File: src/rtl/jtag_mem_pkg.sv
`timescale 1ns/1ps
package jtag_mem_pkg;
  localparam int IR_W = 5;

  localparam logic [IR_W-1:0] OP_IDCODE   = 5'b00000;
  localparam logic [IR_W-1:0] OP_USERCODE = 5'b00011;
  localparam logic [IR_W-1:0] OP_LDADDR   = 5'b00100;
  localparam logic [IR_W-1:0] OP_RDDATA   = 5'b00101;
  localparam logic [IR_W-1:0] OP_WRDATA   = 5'b00110;
  localparam logic [IR_W-1:0] OP_BYPASS   = 5'b11111;

  typedef enum logic [3:0] {
    TS_TLR, TS_RTI,
    TS_SEL_DR, TS_CAP_DR, TS_SHF_DR, TS_EX1_DR, TS_PAU_DR, TS_EX2_DR, TS_UPD_DR,
    TS_SEL_IR, TS_CAP_IR, TS_SHF_IR, TS_EX1_IR, TS_PAU_IR, TS_EX2_IR, TS_UPD_IR
  } tap_state_e;

  typedef enum logic [2:0] {
    SEL_BYP, SEL_ID, SEL_USR, SEL_ADR, SEL_WR, SEL_RD
  } dr_sel_e;

  function automatic tap_state_e tap_next(input tap_state_e s, input logic m);
    tap_state_e n;
    case (s)
      TS_TLR:    n = m ? TS_TLR    : TS_RTI;
      TS_RTI:    n = m ? TS_SEL_DR : TS_RTI;
      TS_SEL_DR: n = m ? TS_SEL_IR : TS_CAP_DR;
      TS_CAP_DR: n = m ? TS_EX1_DR : TS_SHF_DR;
      TS_SHF_DR: n = m ? TS_EX1_DR : TS_SHF_DR;
      TS_EX1_DR: n = m ? TS_UPD_DR : TS_PAU_DR;
      TS_PAU_DR: n = m ? TS_EX2_DR : TS_PAU_DR;
      TS_EX2_DR: n = m ? TS_UPD_DR : TS_SHF_DR;
      TS_UPD_DR: n = m ? TS_SEL_DR : TS_RTI;
      TS_SEL_IR: n = m ? TS_TLR    : TS_CAP_IR;
      TS_CAP_IR: n = m ? TS_EX1_IR : TS_SHF_IR;
      TS_SHF_IR: n = m ? TS_EX1_IR : TS_SHF_IR;
      TS_EX1_IR: n = m ? TS_UPD_IR : TS_PAU_IR;
      TS_PAU_IR: n = m ? TS_EX2_IR : TS_PAU_IR;
      TS_EX2_IR: n = m ? TS_UPD_IR : TS_SHF_IR;
      TS_UPD_IR: n = m ? TS_SEL_DR : TS_RTI;
      default:   n = TS_TLR;
    endcase
    return n;
  endfunction

  function automatic dr_sel_e decode_op(input logic [IR_W-1:0] op);
    dr_sel_e d;
    case (op)
      OP_IDCODE:   d = SEL_ID;
      OP_USERCODE: d = SEL_USR;
      OP_LDADDR:   d = SEL_ADR;
      OP_RDDATA:   d = SEL_RD;
      OP_WRDATA:   d = SEL_WR;
      default:     d = SEL_BYP;
    endcase
    return d;
  endfunction
endpackage

File: src/rtl/jtag_tap_fsm.sv
`timescale 1ns/1ps
module jtag_tap_fsm
  import jtag_mem_pkg::*;
(
  input  logic       clk,
  input  logic       rst,
  input  logic       tck_rise,
  input  logic       tms_s,
  output tap_state_e st,
  output logic       st_new
);
  always_ff @(posedge clk) begin
    if (rst) begin
      st     <= TS_TLR;
      st_new <= 1'b0;
    end else begin
      st_new <= tck_rise;
      if (tck_rise) st <= tap_next(st, tms_s);
    end
  end

  // run length of TMS-high rising edges, saturating, for the reset check
  logic [2:0] hi_run;
  always_ff @(posedge clk) begin
    if (rst) hi_run <= '0;
    else if (tck_rise) hi_run <= tms_s ? ((hi_run == 3'd7) ? hi_run : hi_run + 3'd1) : 3'd0;
  end

  assert_five_high_tlr_R2: assert property (@(posedge clk) disable iff (rst)
    (hi_run >= 3'd5) |-> (st == TS_TLR));
endmodule

File: src/rtl/jtag_ir.sv
`timescale 1ns/1ps
module jtag_ir
  import jtag_mem_pkg::*;
(
  input  logic            clk,
  input  logic            rst,
  input  logic            tck_rise,
  input  logic            tck_fall,
  input  tap_state_e      st,
  input  logic            tdi_s,
  output logic            ir_tdo,
  output logic [IR_W-1:0] instr
);
  localparam logic [IR_W-1:0] CAPT = {{(IR_W-1){1'b0}}, 1'b1};

  logic [IR_W-1:0] sr;

  always_ff @(posedge clk) begin
    if (rst) begin
      sr    <= CAPT;
      instr <= OP_IDCODE;
    end else begin
      if (tck_rise && st == TS_CAP_IR)      sr <= CAPT;
      else if (tck_rise && st == TS_SHF_IR) sr <= {tdi_s, sr[IR_W-1:1]};
      if (st == TS_TLR)                          instr <= OP_IDCODE;
      else if (tck_fall && st == TS_UPD_IR)      instr <= sr;
    end
  end

  assign ir_tdo = sr[0];

  assert_ir_hold_in_shift_R3: assert property (@(posedge clk) disable iff (rst)
    (st == TS_SHF_IR) |=> $stable(instr));
  assert_idcode_in_tlr_R2: assert property (@(posedge clk) disable iff (rst)
    (st == TS_TLR) |=> (instr == OP_IDCODE));
endmodule

File: src/rtl/jtag_dr_bank.sv
`timescale 1ns/1ps
module jtag_dr_bank
  import jtag_mem_pkg::*;
#(
  parameter int ADDR_W = 8,
  parameter int DATA_W = 8,
  parameter int ID_W   = 32,
  parameter logic [ID_W-1:0] ID_VALUE   = 32'h1A5C_E0B3,
  parameter logic [ID_W-1:0] USER_VALUE = 32'h0000_C0DE
)(
  input  logic              clk,
  input  logic              rst,
  input  logic              tck_rise,
  input  logic              tck_fall,
  input  tap_state_e        st,
  input  logic              st_new,
  input  logic [IR_W-1:0]   instr,
  input  logic              tdi_s,
  input  logic              mem_grant,
  input  logic [DATA_W-1:0] mem_rdata,
  output logic              dr_tdo,
  output logic [ADDR_W-1:0] mem_addr,
  output logic [DATA_W-1:0] mem_wdata,
  output logic              mem_we,
  output logic              mem_re
);
  localparam int SR_W  = ID_W;
  localparam int LEN_W = $clog2(SR_W + 1);

  dr_sel_e           sel;
  logic [SR_W-1:0]   sr, cap, shifted, top;
  logic [LEN_W-1:0]  len;
  logic [ADDR_W-1:0] addr_q;
  logic [DATA_W-1:0] wdata_q, rd_hold;
  logic              rd_pend;

  assign sel = decode_op(instr);

  always_comb begin
    cap = '0;
    case (sel)
      SEL_ID:  cap = ID_VALUE;
      SEL_USR: cap = USER_VALUE;
      SEL_ADR: cap[ADDR_W-1:0] = addr_q;
      SEL_WR:  cap[DATA_W-1:0] = wdata_q;
      SEL_RD:  cap[DATA_W-1:0] = rd_hold;
      default: cap = '0;
    endcase
    case (sel)
      SEL_ID, SEL_USR: len = LEN_W'(ID_W);
      SEL_ADR:         len = LEN_W'(ADDR_W);
      SEL_WR, SEL_RD:  len = LEN_W'(DATA_W);
      default:         len = LEN_W'(1);
    endcase
    top     = {{(SR_W-1){1'b0}}, 1'b1} << (len - LEN_W'(1));
    shifted = ((sr >> 1) & ~top) | (tdi_s ? top : '0);
  end

  always_ff @(posedge clk) begin
    if (rst) begin
      sr      <= '0;
      addr_q  <= '0;
      wdata_q <= '0;
      rd_hold <= '0;
      rd_pend <= 1'b0;
      mem_we  <= 1'b0;
      mem_re  <= 1'b0;
    end else begin
      mem_we  <= 1'b0;
      mem_re  <= 1'b0;
      rd_pend <= mem_re;
      if (tck_rise && st == TS_CAP_DR)      sr <= cap;
      else if (tck_rise && st == TS_SHF_DR) sr <= shifted;
      if (tck_fall && st == TS_UPD_DR) begin
        if (sel == SEL_ADR) addr_q <= sr[ADDR_W-1:0];
        if (sel == SEL_WR) begin
          wdata_q <= sr[DATA_W-1:0];
          mem_we  <= mem_grant;
        end
      end
      if (st_new && st == TS_CAP_DR && sel == SEL_RD) begin
        if (mem_grant) mem_re  <= 1'b1;
        else           rd_hold <= '0;
      end
      if (rd_pend) rd_hold <= mem_rdata;
      if (st == TS_TLR) begin
        wdata_q <= '0;
        rd_hold <= '0;
      end
    end
  end

  assign dr_tdo    = sr[0];
  assign mem_addr  = addr_q;
  assign mem_wdata = wdata_q;

  assert_we_single_R7: assert property (@(posedge clk) disable iff (rst)
    mem_we |=> !mem_we);
  assert_re_single_R8: assert property (@(posedge clk) disable iff (rst)
    mem_re |=> !mem_re);
  assert_we_needs_grant_R9: assert property (@(posedge clk) disable iff (rst)
    mem_we |-> $past(mem_grant));
  assert_re_needs_grant_R9: assert property (@(posedge clk) disable iff (rst)
    mem_re |-> $past(mem_grant));
endmodule

File: src/rtl/jtag_mem_port.sv
`timescale 1ns/1ps
module jtag_mem_port
  import jtag_mem_pkg::*;
#(
  parameter int ADDR_W = 8,
  parameter int DATA_W = 8,
  parameter int ID_W   = 32,
  parameter logic [ID_W-1:0] ID_VALUE   = 32'h1A5C_E0B3,
  parameter logic [ID_W-1:0] USER_VALUE = 32'h0000_C0DE
)(
  input  logic              clk,
  input  logic              rst,
  input  logic              tck,
  input  logic              tms,
  input  logic              tdi,
  output logic              tdo,
  output logic              tdo_oe,
  input  logic              mem_grant,
  output logic [ADDR_W-1:0] mem_addr,
  output logic [DATA_W-1:0] mem_wdata,
  output logic              mem_we,
  output logic              mem_re,
  input  logic [DATA_W-1:0] mem_rdata
);
  logic tck_m, tck_s, tck_d, tms_m, tms_s, tdi_m, tdi_s;
  logic tck_rise, tck_fall;

  always_ff @(posedge clk) begin
    if (rst) begin
      {tck_m, tck_s, tck_d} <= '0;
      {tms_m, tms_s}        <= 2'b11;
      {tdi_m, tdi_s}        <= '0;
    end else begin
      tck_m <= tck;  tck_s <= tck_m;  tck_d <= tck_s;
      tms_m <= tms;  tms_s <= tms_m;
      tdi_m <= tdi;  tdi_s <= tdi_m;
    end
  end

  assign tck_rise = tck_s & ~tck_d;
  assign tck_fall = ~tck_s & tck_d;

  tap_state_e      st;
  logic            st_new, ir_tdo, dr_tdo;
  logic [IR_W-1:0] instr;

  jtag_tap_fsm u_fsm (
    .clk(clk), .rst(rst), .tck_rise(tck_rise), .tms_s(tms_s),
    .st(st), .st_new(st_new)
  );

  jtag_ir u_ir (
    .clk(clk), .rst(rst), .tck_rise(tck_rise), .tck_fall(tck_fall),
    .st(st), .tdi_s(tdi_s), .ir_tdo(ir_tdo), .instr(instr)
  );

  jtag_dr_bank #(
    .ADDR_W(ADDR_W), .DATA_W(DATA_W), .ID_W(ID_W),
    .ID_VALUE(ID_VALUE), .USER_VALUE(USER_VALUE)
  ) u_dr (
    .clk(clk), .rst(rst), .tck_rise(tck_rise), .tck_fall(tck_fall),
    .st(st), .st_new(st_new), .instr(instr), .tdi_s(tdi_s),
    .mem_grant(mem_grant), .mem_rdata(mem_rdata), .dr_tdo(dr_tdo),
    .mem_addr(mem_addr), .mem_wdata(mem_wdata), .mem_we(mem_we), .mem_re(mem_re)
  );

  always_ff @(posedge clk) begin
    if (rst) begin
      tdo    <= 1'b0;
      tdo_oe <= 1'b0;
    end else if (tck_fall) begin
      tdo_oe <= (st == TS_SHF_IR) || (st == TS_SHF_DR);
      tdo    <= (st == TS_SHF_IR) ? ir_tdo : dr_tdo;
    end
  end

  assert_oe_only_shift_R11: assert property (@(posedge clk) disable iff (rst)
    $rose(tdo_oe) |-> (st == TS_SHF_IR || st == TS_SHF_DR));
  assert_tdo_on_fall_R11: assert property (@(posedge clk) disable iff (rst)
    !tck_fall |=> ($stable(tdo) && $stable(tdo_oe)));
endmodule

File: config.mk
export PLATFORM = sky130hd
export DESIGN_NAME = jtag_mem_port
export DESIGN_NICKNAME = d
export VERILOG_FILES = /design/src/rtl/jtag_mem_pkg.sv /design/src/rtl/jtag_tap_fsm.sv /design/src/rtl/jtag_ir.sv /design/src/rtl/jtag_dr_bank.sv /design/src/rtl/jtag_mem_port.sv
export SDC_FILE = /design/constraint.sdc
export NUM_CORES = 1
export LEC_CHECK = 0
export ABC_AREA = 1
export BUFFER_PORTS_ARGS = -buffer_cell sky130_fd_sc_hd__buf_4
export CORE_MARGIN = 5
export CORE_UTILIZATION = 64
export DETAILED_ROUTE_END_ITERATION = 12
export PLACE_DENSITY = 0.85
export SLEW_MARGIN = 20
export SYNTH_ARGS = -nofsm -noshare
export SYNTH_HDL_FRONTEND = slang
export SYNTH_SLANG_ARGS = --single-unit
File: constraint.sdc
create_clock -name clk -period 2.3 [get_ports clk]
set_input_delay 0.115 -clock clk [delete_from_list [all_inputs] [get_ports clk]]
set_output_delay 0.115 -clock clk [all_outputs]
set_load 0.02 [all_outputs]
==> results of run 1 <==
-- per-stage QoR --
step,worst slack [ps],util
2_1_floorplan,893.0,-
3_3_place_gp,602.3,0.6917
3_5_place_dp,511.1,0.6917
4_1_cts,490.1,0.7335
5_1_grt,318.2,0.7335
6_report,471.2,0.7335
-- state kept, by name, summed over array words and instances (netlist names), 4 cells and up --
| name | cells |
|---|---|
| u_dr.sr | 32 |
| u_dr.mem_addr | 8 |
| u_dr.mem_wdata | 8 |
| u_dr.rd_hold | 8 |
| u_ir.instr | 5 |
| u_ir.sr | 5 |
| u_fsm.st | 4 |
-- metal layers --
| metal | vias to the layer above | track usage | share of wire |
|---|---|---|---|
| met1 | 1649 | 0.3156 | 0.43 |
| met4 | 0 | 0.09484 | 0.024 |
| li1 | 1720 | - | - |
| met3 | 23 | 0.05174 | 0.060 |
| met5 | - | 0 | 0 |
| met2 | 130 | 0.4274 | 0.49 |
-- cell usage in the layout (no fill, tap or decap), drive strengths merged --
master and instances:
bufinv 2, o211ai 3, nand4 6, a31oi 1
clkinv 3, buf 35, inv 50, nor3 3
a211oi 1, nand3 57, o21ai 51, or2 2
clkbuf 10, o221ai 1, nand2 91, dlygate4sd3 3
a21oi 65, dfxtp 83, nor2 67, nor4 1
clkinvlp 1
-- where the power goes --
| part | internal [mW] | switching (mW) | total, mW |
|---|---|---|---|
| clock | 0.613 | 0.528 | 1.14 |
| combinational | 0.0274 | 0.0404 | 0.0678 |
| sequential | 1.44 | 0.00552 | 1.45 |
-- cell type report --
cell class	instances	area, sq um	area share
timing repair buffer	38	292.8	0.06742
inverter	50	195.2	0.04494
clock inverter	6	90.09	0.02074
sequential	83	1662	0.3826
tap	75	93.84	0.02161
multi-input combinational	349	1882	0.4333
clock buffer	10	127.6	0.02939
-- worst max-delay path: cells and delay by family (launching register included) --
kind / cells / cell delay, ps
flip-flops: 1 / 530
AND/OR/NAND/NOR: 4 / 540
buffers and inverters: 1 / 110
AO/OA/AOI/OAI: 2 / 510
-- final timing paths --
kind / startpoint / endpoint / slack, ps / depth (start not counted)
worst min register to register: tms_m / tms_s / 420 / 1
worst max register to register: u_fsm.st[0] / u_dr.sr[25] / 470 / 7
worst max-delay path: u_fsm.st[0] / u_dr.sr[25] / 470 / 7
worst min-delay path: mem_rdata[1] / u_dr.rd_hold[1] / 20 / 3
-- cells by family (layout without fill, tap and decap cells) --
family / after synthesis / in the layout
AOI/OAI and AO/OA: 122 / 122
and+or+nand+nor: 227 / 227
buffers and inverters: 68 / 104
DFF: 83 / 83
==> qor.yml, run 1 <==
synthesis:
  synth_xor_area_frac: 0
  avgSynthCellArea_sq_um: 7.757
  yosysWarnings: 0
  yosysMostFrequentCell: "nand2_1"
  synthTopCellsByCount: "87 x nand2_1, 83 x dfxtp_1, 51 x nor2_1"
  seq_area_frac_synth: 0.4284
  synth-seq-cells: 83
  synth-edff-count: 0
  yosysUniqueCellTypes: 37
  synth_compound_area_frac: 0.1868
  muxShareOfSynthArea: 0
  synthAdderAreaFrac: 0
  synthFlopType: "dfxtp_1"
  synthArstFlopShare: 0
  syn_inst: 500
  synth_top_cell_area_share: 0.4284
  synth_top_area_cell: "dfxtp_1"
  synth-simple-area-share: 0.2984
  synthTopCellsByArea: "dfxtp_1 43%, nand2_1 8.4%, a21oi_1 5.7%"
  syn_area_sq_um: 3879
  synth_top_family_by_area: "simple AND/OR/NAND/NOR gates"
  synth_nets: 514
layout:
  postLayoutCellArea_sq_um: 4343
  final_cells: 611
  layout.nets: 545
  fill_cells: 467
  areaGrowthSynthToFinish_pct: 11.97
  drive_gt1_frac: 0.2407
  insertedDiodeCount: 0
place:
  gp_congestion: 0.8849
  hpwlAfterDp_um: 6412
  io_buffer_count: 33
  dpl_cell_area_sq_um: 4095
  place_inst: 592
timing:
  finalHoldWorstSlack_ps: 16.57
  finalSetupViolCount: 0
  skew_ps: 7.517
  slew_viol_final: 0
  setup_tns_ps: 0
  rsz0062_at_grt: "false"
  fmax_mhz: 546.8
  tightest_slew_ps: 864.5
  slew_headroom: 0.4230
  finalCriticalPeriod_ps: 1829
  finalCritPeriodShare: 0.7951
  final-hold-violation-count: 0
worst_setup_path:
  path_class: "reg2reg"
  crit_slowest_cell: "dfxtp_1"
  end_kind: "flop"
  critPathArrivalTime_ps: 2060
  cp_cell_sequence: "nand2_1, inv_2, nand2_4, nand2_4, nand2_8, a31oi_4, a21oi_2"
  cp_max_fo: 25
  required_ps: 2530
  crit_top_cell: "nand2_4"
  crit_path_start_kind: "flop"
  max_stage_delay_ps: 530
die:
  core.rowCount: 28
  start_util: 0.6551
  die_x_um: 87.85
  top_level_ports: 34
  fp.coreArea_sq_um: 5921
  chipHeight_um: 87.85
  dieArea_sq_um: 7718
grt:
  grt_max_degree: 34
  grt_use_total: 0.2521
  antenna_found_initial: 0
  overflow: 0
  grt_pass1_vias: 3339
  grt_pass1_wl_um: 15440
clock_tree:
  clock_latency_ps: 360
  holdBufCountCts: 3
  cts_buffer_depth: 2
  cts_max_level: 3
  cts_resized: 0
  postCtsSetupRepairBufs: 0
  cts_made_buffers: 9
  cts_tree: "built"
  cts-root-buf: "clkbuf_8"
  clkTransAtPathRegs_ps: 80
  cts.sinks: 83
status:
  status: "finished, final reports clean"
pwr:
  power.density_nw_per_um2: 611.8
  leakage_nw: 1.676
  p_total_mw: 2.657
  ir_drop_mv: 0.6176
routing:
  drtIter0Drc: 219
  vias: 3522
  routed_wl_um: 9145
  vias_per_cell: 5.764
  drtAntennaViolNets: 0
  route.detailed.drc: 0
  firstDrtPassIters: 5
  wl_per_cell_um: 14.97
min_path:
  hold_class: "in2reg"
job:
  max-cap-violations: 0
Power figures use the tool's default switching activity.
==> run 2: changes to the inputs <==
--- a/config.mk
+++ b/config.mk
@@ -8,9 +8,9 @@
 export ABC_AREA = 1
 export BUFFER_PORTS_ARGS = -buffer_cell sky130_fd_sc_hd__buf_4
 export CORE_MARGIN = 5
-export CORE_UTILIZATION = 64
+export CORE_UTILIZATION = 59
 export DETAILED_ROUTE_END_ITERATION = 12
-export PLACE_DENSITY = 0.85
+export PLACE_DENSITY = 0.79
 export SLEW_MARGIN = 20
 export SYNTH_ARGS = -nofsm -noshare
 export SYNTH_HDL_FRONTEND = slang
==> constraint.sdc (replaced) <==
create_clock -name clk -period 1.9 [get_ports clk]
set_input_delay 0.095 -clock clk [delete_from_list [all_inputs] [get_ports clk]]
set_output_delay 0.095 -clock clk [all_outputs]
set_load 0.02 [all_outputs]
==> run 2 against run 1 <==
Against the previous run:
- first-iteration DRC count rose by 22%
- highest routed layer unchanged
- clock power rose by 21%
- critical path type unchanged
- power rose by 21%
- critical endpoint is now u_dr.rd_hold[5]
- global-route usage fell by 3.1 points
==> qor.yml, run 2 (same netlist as run 1, synthesis figures left out) <==
status:
  status: "finished, final reports clean"  # unchanged
timing:
  final-hold-violation-count: 0  # unchanged
  tightest_slew_ps: 539.1  # was 864.5 ps
  finalCriticalPeriod_ps: 1714  # was 1829 ps
  finalSetupViolCount: 0  # unchanged
  slew_viol_final: 0  # unchanged
  setup_tns_ps: 0  # unchanged
  slew_headroom: 0.6402  # was 0.4230
  fmax_mhz: 583.6  # was 546.8 MHz
  worst_slack_ps: 186.5  # was 471.2 ps
  rsz0062_at_grt: "false"  # unchanged
  skew_ps: 12.97  # was 7.517 ps
  finalCritPeriodShare: 0.9018  # was 0.7951
layout:
  top_register: "u_dr.sr"  # unchanged
  layout.nets: 556  # was 545
  final-seq-area_sq_um: 1664  # was 1662 sq um
  multi_input_area_sq_um: 1882  # unchanged
  largest_reg_flops: 32  # unchanged
  insertedDiodeCount: 0  # unchanged
  final_cell_mix: "87 x nand2_1, 81 x dfxtp_1, 51 x nor2_1"  # was 87 x nand2_1, 83 x dfxtp_1, 51 x nor2_1
  drive_gt1_frac: 0.2509  # was 0.2407
  areaGrowthSynthToFinish_pct: 14.52  # was 11.97%
  fill_cells: 516  # was 467
  final_common_cell: "nand2_1"  # unchanged
min_path:
  hold_class: "in2reg"  # unchanged
  min-delay-start: "mem_rdata[4]"  # was mem_rdata[1]
worst_setup_path:
  path_class: "reg2reg"  # unchanged
  required_ps: 2170  # was 2530 ps
  end_kind: "flop"  # unchanged
  r2r_start: "u_fsm.st[3]"  # was u_fsm.st[0]
  crit_path_start_kind: "flop"  # unchanged
  cp_max_fo: 14  # was 25
  critPathArrivalTime_ps: 1990  # was 2060 ps
  critPathLaunch: "u_fsm.st[3]"  # was u_fsm.st[0]
clock_tree:
  clkTransAtPathRegs_ps: 90  # was 80 ps
  cts-root-buf: "clkbuf_8"  # unchanged
  cts_max_level: 3  # unchanged
  cts_tree: "built"  # unchanged
  cts_buffer_depth: 2  # unchanged
  cts_made_buffers: 9  # unchanged
  clock_latency_ps: 350  # was 360 ps
  cts.sinks: 83  # unchanged
die:
  start_util: 0.6074  # was 0.6551
  die_x_um: 91.08  # was 87.85 um
  core.rowCount: 29  # was 28
  top_level_ports: 34  # unchanged
  chipHeight_um: 91.08  # was 87.85 um
  fp.coreArea_sq_um: 6386  # was 5921 sq um
  dieArea_sq_um: 8296  # was 7718 sq um
grt:
  overflow: 0  # unchanged
  grt_use_total: 0.2216  # was 0.2521
  antenna_found_initial: 0  # unchanged
  grt_pass1_wl_um: 15420  # was 15,440 um
  grt_pass1_vias: 3310  # was 3,339
  grt_max_degree: 34  # unchanged
place:
  hpwlAfterDp_um: 6422  # was 6412 um
  io_buffer_count: 33  # unchanged
  gp_congestion: 0.9557  # was 0.8849
  dpl_worst_slack_ps: 111.7  # was 511.1 ps
pwr:
  ir_drop_mv: 0.4656  # was 0.6176 mV
  power.density_nw_per_um2: 726.7  # was 611.8 nW/um^2
  leakage_nw: 1.726  # was 1.676 nW
job:
  max-cap-violations: 0  # unchanged
routing:
  drtAntennaViolNets: 0  # unchanged
  vias: 3502  # was 3,522
  vias_per_cell: 5.621  # was 5.764
  drtIter0Drc: 268  # was 219
  routed_wl_um: 8971  # was 9145 um
  route.detailed.drc: 0  # unchanged
  firstDrtPassIters: 6  # was 5
  wl_per_cell_um: 14.40  # was 14.97 um
[run 2: cell count changes in the layout (fill, tap and decap cells not counted), sizes merged]
cell	change
buf	+7
dlygate4sd3	+4
clkinv	-3
clkbuf	+1
clkinvlp	+1
[run 2: area by class of cell]
type                       count  area share
sequential                    83      0.3746
multi-input combinational    349      0.4237
clock inverter                 4     0.01690
inverter                      50     0.04451
clock buffer                  11     0.03183
tap                           77     0.02169
timing repair buffer          49     0.08676
[run 2: per-layer routing]
metal,track usage,part of all wire
met1,0.2995,0.45
met2,0.3552,0.48
met3,0.03636,0.051
met4,0.08435,0.024
met5,0,0
[run 2: stage by stage]
step	total power [mW]	instances	hold slack [ps]	util	area, sq um
2_1_floorplan	1.837	500	198.8	-	3879
3_3_place_gp	1.872	601	280.1	0.6499	4150
3_5_place_dp	1.873	601	283.6	0.6499	4150
4_1_cts	3.248	623	3.235	0.6947	4437
5_1_grt	3.334	623	13.55	0.6955	4442
6_report	3.228	623	16.37	0.6955	4442
[run 2: worst max-delay path, cell delays in order (launching register included)]
cell and delay, ps:
dfxtp_1 470, nor2_2 130, inv_2 80, nor3_2 50, nor2_2 430, inv_1 270
a21oi_1 210
[run 2: power breakdown]
part | total, mW | switching, mW | internal [mW] | leakage (nW)
clock network | 1.38 | 0.614 | 0.770 | 0.102
registers | 1.75 | 0.00662 | 1.75 | 0.671
logic | 0.0909 | 0.0499 | 0.0410 | 0.953
total | 3.23 | 0.671 | 2.56 | 1.73
[run 2: path summary, 6_finish.rpt]
kind	cells after the start	end	slack (ps)
max	6	u_dr.rd_hold[5]	190
min	3	u_dr.rd_hold[4]	20
max reg2reg	6	u_dr.rd_hold[5]	190
min reg2reg	1	tms_s	410
[run 2: what timing repair did]
action | in CTS | in global routing
setup buffers | 0 | 0
hold endpoints to repair | 7 | 0
endpoints found under the setup margin | 0 | 4
hold buffers | 7 | 0
gates resized for setup | 0 | 4
==> run 3: changes to the inputs <==
--- a/config.mk
+++ b/config.mk
@@ -5,7 +5,7 @@
 export SDC_FILE = /design/constraint.sdc
 export NUM_CORES = 1
 export LEC_CHECK = 0
-export ABC_AREA = 1
+export ABC_CLOCK_PERIOD_IN_PS = 1900
 export BUFFER_PORTS_ARGS = -buffer_cell sky130_fd_sc_hd__buf_4
 export CORE_MARGIN = 5
 export CORE_UTILIZATION = 59
==> run 3 against run 2 <==
Against the previous run:
- non-clock buffer count is 7 higher
- clock skew is 6.8 ps lower
- die area is 0.48% lower
- final cell count is 11% lower
- global-route usage is 0.10 points lower
- design area is 0.68% lower
- flip-flop and latch count stayed put
- wire length is 0.87% higher
- critical path type unchanged
==> qor.yml, run 3 <==
status:
  status: "finished, final reports clean"  # unchanged
clock_tree:
  cts-root-buf: "clkbuf_8"  # unchanged
  postCtsSetupRepairBufs: 0  # unchanged
  cts_tree: "built"  # unchanged
  cts.sinks: 83  # unchanged
  clock_latency_ps: 350  # about the same
  cts_made_buffers: 9  # unchanged
  clkTransAtPathRegs_ps: 80  # was 90 ps
  cts_max_level: 3  # unchanged
  cts_buffer_depth: 2  # unchanged
timing:
  finalCritPeriodShare: 0.9289  # was 0.9018
  tightest_slew_ps: 626.1  # was 539.1 ps
  fmax_mhz: 566.6  # was 583.6 MHz
  slew_headroom: 0.5826  # was 0.6402
  final-hold-violation-count: 0  # unchanged
  setup_tns_ps: 0  # unchanged
  finalCriticalPeriod_ps: 1765  # was 1714 ps
  skew_ps: 6.203  # was 12.97 ps
  finalSetupViolCount: 0  # unchanged
  slew_viol_final: 0  # unchanged
  rsz0062_at_grt: "false"  # unchanged
layout:
  final_cells: 555  # was 623
  top_register: "u_dr.sr"  # unchanged
  fill_cells: 521  # was 516
  final_cell_mix: "82 x dfxtp_1, 67 x nand2_1, 48 x buf_4"  # was 87 x nand2_1, 81 x dfxtp_1, 51 x nor2_1
  areaGrowthSynthToFinish_pct: 14.37  # was 14.52%
  largest_reg_flops: 32  # unchanged
  insertedDiodeCount: 0  # unchanged
  final_common_cell: "dfxtp_1"  # was nand2_1
  drive_gt1_frac: 0.2259  # was 0.2509
  layout.nets: 488  # was 556
  utilization: 0.6948  # was 0.6955
die:
  start_util: 0.6075  # was 0.6074
  die_x_um: 90.86  # was 91.08 um
  core.rowCount: 29  # unchanged
  dieArea_sq_um: 8256  # was 8296 sq um
  top_level_ports: 34  # unchanged
  fp.coreArea_sq_um: 6350  # was 6386 sq um
  chipHeight_um: 90.86  # was 91.08 um
synthesis:
  yosysMostFrequentCell: "dfxtp_1"  # was nand2_1
  synth_top_cell_area_share: 0.4307  # was 0.4284
  synth_xor_area_frac: 0.004541  # was 0
  synth-simple-area-share: 0.2657  # was 0.2984
  muxShareOfSynthArea: 0.02368  # was 0
  yosysUniqueCellTypes: 59  # was 37
  synthAdderAreaFrac: 0  # unchanged
  syn_inst: 441  # was 500
  synth_nets: 455  # was 514
  yosysWarnings: 0  # unchanged
  syn_area_sq_um: 3857  # was 3879 sq um
  synthTopCellsByArea: "dfxtp_1 43%, nand2_1 6.5%, a21oi_1 5.7%"  # was dfxtp_1 43%, nand2_1 8.4%, a21oi_1 5.7%
  seq_area_frac_synth: 0.4307  # was 0.4284
  synth_top_family_by_area: "simple AND/OR/NAND/NOR gates"  # unchanged
  synth-seq-cells: 83  # unchanged
  synth-edff-count: 0  # unchanged
  synthArstFlopShare: 0  # unchanged
  synth_compound_area_frac: 0.2147  # was 0.1868
  synth_top_area_cell: "dfxtp_1"  # unchanged
  synthFlopType: "dfxtp_1"  # unchanged
  avgSynthCellArea_sq_um: 8.747  # was 7.757 sq um
  synthTopCellsByCount: "83 x dfxtp_1, 67 x nand2_1, 45 x nor2_1"  # was 87 x nand2_1, 83 x dfxtp_1, 51 x nor2_1
place:
  io_buffer_count: 33  # unchanged
  hpwlAfterDp_um: 6131  # was 6422 um
  gp_congestion: 0.8808  # was 0.9557
  place_inst: 533  # was 601
worst_setup_path:
  cp_max_fo: 7  # was 14
  end_kind: "flop"  # unchanged
  cp_cell_sequence: "or2_1, nor4_1, a21oi_1, a211oi_1"  # was nor2_2, inv_2, nor3_2, nor2_2, inv_1, a21oi_1
  critPathArrivalTime_ps: 2020  # was 1990 ps
  crit_buf_inv: 0  # was 2
  crit_slowest_cell: "nor4_1"  # was dfxtp_1
  path_class: "reg2reg"  # unchanged
  required_ps: 2150  # was 2170 ps
  crit_path_start_kind: "flop"  # unchanged
  max_stage_delay_ps: 530  # was 470 ps
  critPathTopFamily: "simple AND/OR/NAND/NOR gates"  # unchanged
routing:
  firstDrtPassIters: 5  # was 6
  routed_wl_um: 9049  # was 8971 um
  drtAntennaViolNets: 0  # unchanged
  route.detailed.drc: 0  # unchanged
  vias_per_cell: 5.923  # was 5.621
  drtIter0Drc: 286  # was 268
  vias: 3287  # was 3,502
  wl_per_cell_um: 16.30  # was 14.40 um
job:
  max-cap-violations: 0  # unchanged
pwr:
  power.internal_mw: 2.443  # was 2.557 mW
  leakage_nw: 1.478  # was 1.726 nW
  power.sequential.fraction: 0.558  # was 0.543
  power.switching_uw: 709.0  # was 670.6 uW
  power.density_nw_per_um2: 714.4  # was 726.7 nW/um^2
  power_switching_share: 0.2249  # was 0.2078
  p_clk_frac: 0.401  # was 0.429
  comb_power_share: 0.041  # was 0.028
  ir_drop_mv: 0.4992  # was 0.4656 mV
grt:
  grt_pass1_vias: 3254  # was 3,310
  grt_max_degree: 59  # was 34
  grt_pass1_wl_um: 15340  # was 15,420 um
  antenna_found_initial: 0  # unchanged
  grt_use_total: 0.2205  # was 0.2216
  overflow: 0  # unchanged
min_path:
  hold_class: "in2reg"  # unchanged
-- run 3: per-layer routing --
metal | up-vias | global-route usage | part of all wire
met5 | - | 0 | 0
met4 | 0 | 0.06357 | 0.010
met3 | 9 | 0.03583 | 0.047
met2 | 83 | 0.3686 | 0.48
met1 | 1582 | 0.2928 | 0.46
li1 | 1613 | - | -
-- run 3: logic make-up (layout without fill, tap and decap cells) --
group           Yosys count  in the layout
simple gates            195            195
compound gates          111            112
flops                    83             83
buf+inv                  41             77
mux                       9              9
xor+xnor                  2              2
-- run 3: metrics by stage --
step	power, mW	hold WS (ps)	area [sq um]	setup slack [ps]
after floorplan	1.873	198.8	3857	375.5
after global placement	1.916	284.7	4143	164.8
after detailed placement	1.918	288.5	4143	119.5
after CTS	3.162	0.04172	4385	97.42
after global routing	3.259	20.74	4412	23.10
final	3.152	4.062	4412	135.2
-- run 3: layout make-up --
class / count / area [sq um] / area share
clock inverters: 4 / 51.30 / 0.01163
inverters: 6 / 22.52 / 0.005105
flip-flops and latches: 83 / 1663 / 0.3769
repair buffers: 56 / 460.4 / 0.1044
clock buffers: 11 / 141.4 / 0.03205
well taps: 77 / 96.34 / 0.02184
multi-input cells: 318 / 1977 / 0.4481
-- run 3: final timing paths --
kind	start	endpoint	slack, ps	depth (start not counted)
worst min register to register	tms_m	tms_s	410	1
worst max-delay path	u_ir.instr[3]	u_dr.sr[15]	140	4
worst min-delay path	mem_rdata[5]	u_dr.rd_hold[5]	4	3
worst max register to register	u_ir.instr[3]	u_dr.sr[15]	140	4
-- run 3: worst reg2reg max path: cells and delay by family (launching register included) --
family	cells	cell delay [ps]
AOI/OAI and AO/OA	2	440
and+or+nand+nor	2	890
DFF	1	340
-- run 3: what timing repair did --
item,4_1_cts,5_1_grt
hold buffers,5,1
endpoints found under the hold margin,5,1
resized for setup,0,4
setup endpoints to repair,0,12
-- run 3: power by group through the flow --
stage          sequential (mW)  combinational [mW]  clock (mW)
3_3_place_gp              1.80               0.115           0
3_5_place_dp              1.80               0.117           0
2_1_floorplan             1.80              0.0766           0
4_1_cts                   1.76               0.126        1.28
5_1_grt                   1.76               0.142        1.35
6_report                  1.76               0.129        1.26
